$ cat src/rtl/mx_block_quant.sv
module mx_block_quant #(
  parameter int GROUP = 32
) (
  input  logic        clk,
  input  logic        rst_n,
  input  logic [1:0]  fmt,
  input  logic        in_valid,
  output logic        in_ready,
  input  logic [31:0] in_data,
  output logic        out_valid,
  input  logic        out_ready,
  output logic [7:0]  out_data
);
  localparam int IW = $clog2(GROUP);
  localparam int PW = $clog2(GROUP + 1);

  logic [31:0]   mem [2][GROUP];
  logic [7:0]    scl [2];
  logic [1:0]    fsel [2];
  logic [1:0]    full, full_n;
  logic          wb, rb, nanf;
  logic [IW-1:0] wi;
  logic [PW-1:0] rp;
  logic [7:0]    emx, emax_sel;

  wire [7:0] ex_in   = in_data[30:23];
  wire       acc     = in_valid && in_ready;
  wire       last    = acc && (wi == IW'(GROUP - 1));
  wire [7:0] emx_n   = (ex_in > emx) ? ex_in : emx;
  wire       nan_n   = nanf | (ex_in == 8'hFF);
  wire       o_fire  = out_valid && out_ready;
  wire       o_end   = o_fire && (rp == PW'(GROUP));

  always_comb begin
    case (fmt)
      2'd0:    emax_sel = 8'd8;
      2'd1:    emax_sel = 8'd15;
      default: emax_sel = 8'd6;
    endcase
  end

  wire [7:0] code_n = nan_n ? 8'hFF : ((emx_n > emax_sel) ? emx_n - emax_sel : 8'd0);

  always_comb begin
    full_n = full;
    if (o_end) full_n[rb] = 1'b0;
    if (last)  full_n[wb] = 1'b1;
  end

  assign in_ready  = !full[wb];
  assign out_valid = full[rb];

  always_ff @(posedge clk)
    if (acc) mem[wb][wi] <= in_data;

  always_ff @(posedge clk) begin
    if (!rst_n) begin
      full <= '0; wb <= 1'b0; rb <= 1'b0; wi <= '0; rp <= '0;
      emx <= '0; nanf <= 1'b0;
      scl[0] <= '0; scl[1] <= '0; fsel[0] <= '0; fsel[1] <= '0;
    end else begin
      full <= full_n;
      if (acc) begin
        if (last) begin
          wi <= '0; emx <= '0; nanf <= 1'b0;
          scl[wb] <= code_n; fsel[wb] <= fmt; wb <= ~wb;
        end else begin
          wi <= wi + 1'b1; emx <= emx_n; nanf <= nan_n;
        end
      end
      if (o_fire) begin
        if (o_end) begin rp <= '0; rb <= ~rb; end
        else rp <= rp + 1'b1;
      end
    end
  end

  function automatic logic [7:0] cast(input logic [31:0] x, input logic [7:0] c, input logic [1:0] f);
    logic              s;
    logic [7:0]        ex;
    logic [23:0]       sig, t;
    logic signed [9:0] e, be;
    logic [9:0]        sh;
    s   = x[31];
    ex  = x[30:23];
    sig = {1'b1, x[22:0]};
    e   = $signed({2'b00, ex}) - $signed({2'b00, c});
    t   = '0;
    be  = '0;
    sh  = '0;
    if (c == 8'hFF) cast = 8'h7F;
    else if (ex == 8'd0) cast = f[1] ? 8'h00 : {s, 7'b0};
    else if (f == 2'd0) begin
      be = e + 10'sd7;
      if (be >= 10'sd1) begin
        cast = {s, be[3:0], x[22:20]};
        if (be[3:0] == 4'hF && x[22:20] == 3'b111) cast = {s, 7'h7E};
      end else begin
        sh = 10'(10'sd21 - be);
        t = sig >> sh;
        cast = {s, 4'b0, t[2:0]};
      end
    end else if (f == 2'd1) begin
      be = e + 10'sd15;
      if (be >= 10'sd1) cast = {s, be[4:0], x[22:21]};
      else begin
        sh = 10'(10'sd22 - be);
        t = sig >> sh;
        cast = {s, 5'b0, t[1:0]};
      end
    end else begin
      if (e < 10'sd0) cast = 8'h00;
      else begin
        sh = 10'(10'sd23 - e);
        t = sig >> sh;
        cast = s ? 8'(-{1'b0, t[6:0]}) : {1'b0, t[6:0]};
      end
    end
  endfunction

  wire [IW-1:0] ri = (rp == '0) ? '0 : IW'(rp - 1'b1);
  assign out_data = (rp == '0) ? scl[rb] : cast(mem[rb][ri], scl[rb], fsel[rb]);

  assert_hold_R10: assert property (@(posedge clk) disable iff (!rst_n)
    out_valid && !out_ready |=> out_valid && $stable(out_data));
  assert_frame_len_R1: assert property (@(posedge clk) disable iff (!rst_n)
    rp <= PW'(GROUP));
  assert_no_nan_code_R4: assert property (@(posedge clk) disable iff (!rst_n)
    out_valid && rp != '0 && fsel[rb] == 2'd0 && scl[rb] != 8'hFF |-> out_data[6:0] != 7'h7F);
  assert_int_range_R5: assert property (@(posedge clk) disable iff (!rst_n)
    out_valid && rp != '0 && fsel[rb][1] |-> out_data != 8'h80);
  assert_nan_fill_R7: assert property (@(posedge clk) disable iff (!rst_n)
    out_valid && rp != '0 && scl[rb] == 8'hFF |-> out_data == 8'h7F);
endmodule

$ cat config.mk
export PLATFORM = sky130hd
export DESIGN_NAME = mx_block_quant
export DESIGN_NICKNAME = d
export VERILOG_FILES = /design/src/rtl/mx_block_quant.sv
export SDC_FILE = /design/constraint.sdc
export NUM_CORES = 2
export LEC_CHECK = 0
export BUFFER_PORTS_ARGS = -buffer_cell sky130_fd_sc_hd__buf_2
export CORE_UTILIZATION = 50
export CTS_BUF_LIST = sky130_fd_sc_hd__clkbuf_4 sky130_fd_sc_hd__clkbuf_8
export CTS_CLUSTER_DIAMETER = 60
export DETAILED_ROUTE_END_ITERATION = 10
export MAX_ROUTING_LAYER = met4
export PLACE_DENSITY = 0.73
export SETUP_SLACK_MARGIN = 0.4
export SLEW_MARGIN = 10
export SYNTH_ARGS = -nofsm -noshare
export SYNTH_HDL_FRONTEND = slang
export SYNTH_SLANG_ARGS = --single-unit
export TNS_END_PERCENT = 100
$ cat constraint.sdc
create_clock -name clk -period 15.9 [get_ports clk]
set_input_delay 2.385 -clock clk [delete_from_list [all_inputs] [get_ports clk]]
set_output_delay 2.385 -clock clk [all_outputs]
set_load 0.02 [all_outputs]
==> key figures <==
Detailed routing
  • Routed Wire Length: 268.1 mm
  • Routed WL per cell: 32.69 um
  • Drc violations: 0
  • Antenna violation net count after detailed routing: 0
  • Drt pass-1 iters: 7
  • Vias/cell: 6.728
  • Iteration-0 DRC Markers: 9032
  • Vias: 55161

STA
  • Tcrit/Tclk final: 0.8692
  • Min cycle time layout: 13.82 ns
  • Setup TNS: 0 ns
  • Fin. Hold Viols: 0
  • Worst slew margin: 0.1107
  • Setup ws final: 2.079 ns
  • Achievable Freq: 0.07236 GHz
  • RSZ-0062 raised after global routing: no
  • Fin. max-slew vios: 0
  • Least-Margin Pin Slew: 1.313 ns
  • Final setup violation count: 0
  • Layout Skew: 0.08945 ns

Floorplan
  • Die Span X: 419.9 um
  • Io pins: 48
  • Initial Utilization: 0.5029
  • Num rows: 153
  • Chip height: 419.9 um
  • Placeable core area: 173600 um2
  • Die area: 176300 um2

Setup path
  • Worst setup endpoint: out_data[2]
  • CP startpoint: rp[0]
  • Slowest CP cell: nor3b_1
  • Critical R2R Capture: mem[0][932]
  • Highest fanout seen on the critical path: 47
  • Type of origin of the critical path: flop
  • Max incr delay on CP: 0.93 ns
  • Crit-path most repeated cell: nand2_1
  • Reg2reg setup slack: 11.32 ns
  • Critical path class: flop to output port
  • Critical Path Sink Type: output port
  • Worst EP required: 13.52 ns
  • CP Data Arrival Time: 11.44 ns
  • Worst R2R Path Depth: 6
  • Reg2reg start: wb

Power and ir drop
  • Pwr dens: 113.5 nW/um2
  • Leak: 0.03018 uW
  • Worst VDD drop: 0.06555 mV

Cells and area
  • Syn-to-layout area delta: 11.26%
  • Utilization after layout: 0.5595
  • Register area: 62610 um2
  • # nets final: 5705
  • Filler cells: 12938
  • Share of layout cells above drive strength 1: 0.2067
  • Area of the multi-input gates: 23500 um2

GRT
  • Total GRT Usage: 0.3116
  • First-pass GRT wire length: 379.0 mm
  • Initial antenna violation count: 13
  • Number of global-route vias before repair: 53052
  • Gr ovfl total: 0
  • Largest net degree at the start of global routing: 102

Clock tree
  • Postcts setup bufs: 0
  • Clock-pin slew on the worst setup and hold paths: 0.06 ns
  • Sink Count: 2093
  • CTS Buffer Depth: 4
  • Hold-fix buffer count after cts: 0
  • Max H-tree Level: 5
  • Post-CTS Resized: 0
  • CTS buffer count: 340
  • CTS tree: yes
  • Clk Latency, worst-skew pair: 1.09 ns
  • Root Driver: clkbuf_8

Place
  • DP HPWL: 149.9 mm
  • Routability Congestion: 0.9137
  • Post-placement setup slack: 3.400 ns
  • Buffers on Ports: 47

Synth
  • Post-synthesis register bit count: 2093
  • Library cells used by synthesis: 98
  • Post-synth EDFFs: 2068
  • Gate Count Post-Synth: 5417
  • Yosys warnings: 0
  • Top FF cell, synth: edfxtp_1
  • Syn avg cell area: 16.12 um2
  • Cell area after synthesis: 87310 um2
  • Post-synthesis async set-or-reset flop share: 0
  • Post-synthesis sequential area ratio: 0.7169
  • Syn nets: 5493

Outcome
  • Status: complete, no violations

Run
  • Max Cap Viol: 0

Hold path
  • Worst Hold Class: flop to flop
==> cells in the final DEF, fill, tap and decap left out, types with 28 or more instances in the layout <==
cell / instances
a211oi_1: 84
a21oi_1: 191
a221oi_1: 31
a22oi_1: 52
a311oi_1: 30
a31oi_1: 52
and2_1: 28
and3_1: 31
buf_2: 46
buf_4: 176
clkbuf_4: 111
clkbuf_8: 351
clkinv_1: 81
clkinv_2: 29
edfxtp_1: 2068
ha_1: 34
inv_1: 41
mux2_2: 86
mux2i_1: 228
mux4_2: 255
nand2_1: 423
nand2b_1: 30
nand3_1: 150
nor2_1: 229
nor2_4: 64
nor2b_1: 33
nor3_1: 61
o211ai_1: 44
o21ai_0: 169
o221ai_1: 51
o22ai_1: 108
==> through the flow <==
step                power (uW)  hold WS (ns)  instance area (um2)  std cells
finish                   11030        0.4917                97150       8199
global route             11320        0.5250                97140       8196
CTS                      11040        0.4998                97090       8186
detailed placement        6744        0.4912                90880       7610
global placement          6738        0.4810                90880       7610
floorplan                 6517        0.4635                87320       5417
==> cells in the mapped netlist, types with 33 or more instances <==
master | instances | area share
a22oi_1 | 52 | 0.0045
clkbuf_1 | 150 | 0.0064
mux4_2 | 255 | 0.066
mux2i_1 | 228 | 0.026
a21oi_1 | 194 | 0.011
buf_2 | 127 | 0.0073
nor2_1 | 292 | 0.013
o22ai_1 | 108 | 0.0077
buf_1 | 48 | 0.0021
a211oi_1 | 85 | 0.0073
a31oi_1 | 52 | 0.0037
inv_1 | 44 | 0.0019
nand2_1 | 425 | 0.018
o211ai_1 | 44 | 0.0038
nor3_1 | 63 | 0.0036
ha_1 | 36 | 0.0052
edfxtp_1 | 2068 | 0.71
mux2_2 | 86 | 0.011
nand3_1 | 150 | 0.0086
o221ai_1 | 51 | 0.0051
o21ai_0 | 170 | 0.0097
nor2b_1 | 33 | 0.0024
==> worst min-delay path by stage <==
stage / from / to / slack (ns) / depth (start not counted)
detailed placement: full[1] / full[1] / 0.49 / 2
floorplan: full[1] / full[1] / 0.46 / 2
finish: full[1] / full[1] / 0.49 / 2
global route: full[1] / full[1] / 0.53 / 2
global placement: full[1] / full[1] / 0.48 / 2
CTS: full[1] / full[1] / 0.50 / 2
==> worst max-delay path: cells and delay by family, from the launching register on <==
kind | cells | cell delay [ns]
and+or+nand+nor | 7 | 2.41
adders and majority gates | 5 | 1.58
AOI/OAI and AO/OA | 13 | 2.93
xor gates and xnor gates | 2 | 0.79
muxes | 1 | 0.66
DFF | 1 | 0.50
buffers and inverters | 6 | 1.37
==> layer usage <==
metal,share of wire,routed length [um],track usage,vias to the layer above
li1,-,-,-,22265
met5,0,0,-,-
met1,0.35,94770,0.4037,27684
met2,0.45,120600,0.4573,4380
met3,0.15,39950,0.09641,832
met4,0.047,12730,0.1283,0
==> cell type report <==
cell class | count | share of cell area
Clock buffer | 462 | 0.05831
Clock inverter | 114 | 0.005603
Multi-Input combinational cell | 2915 | 0.2419
Sequential cell | 2093 | 0.6445
Timing Repair Buffer | 230 | 0.01762
Tap cell | 2325 | 0.02994
Inverter | 49 | 0.001906
Antenna cell | 11 | 0.0002833
==> sequential cells by signal (all words and copies together), names as in the netlist, named ones only <==
register and cells:
full 2, fsel 4, nanf 1, rp 6, mem 2048, wb 1, wi 5, rb 1
scl 16, emx 8
==> where the power goes <==
group          leakage [uW]  internal (uW)  switching, uW
registers            0.0188           6080           5.46
clock network       0.00331           2320           2060
logic               0.00804            159            397
total                0.0302           8560           2460
==> cells by family after synthesis <==
kind of cell / share of synthesized area
compound gates: 0.08808
xor+xnor: 0.003697
fa+ha+maj: 0.005617
buf+inv: 0.02116
flops: 0.7169
mux: 0.1030
simple gates: 0.06149
(Power assumes the default switching activity.)
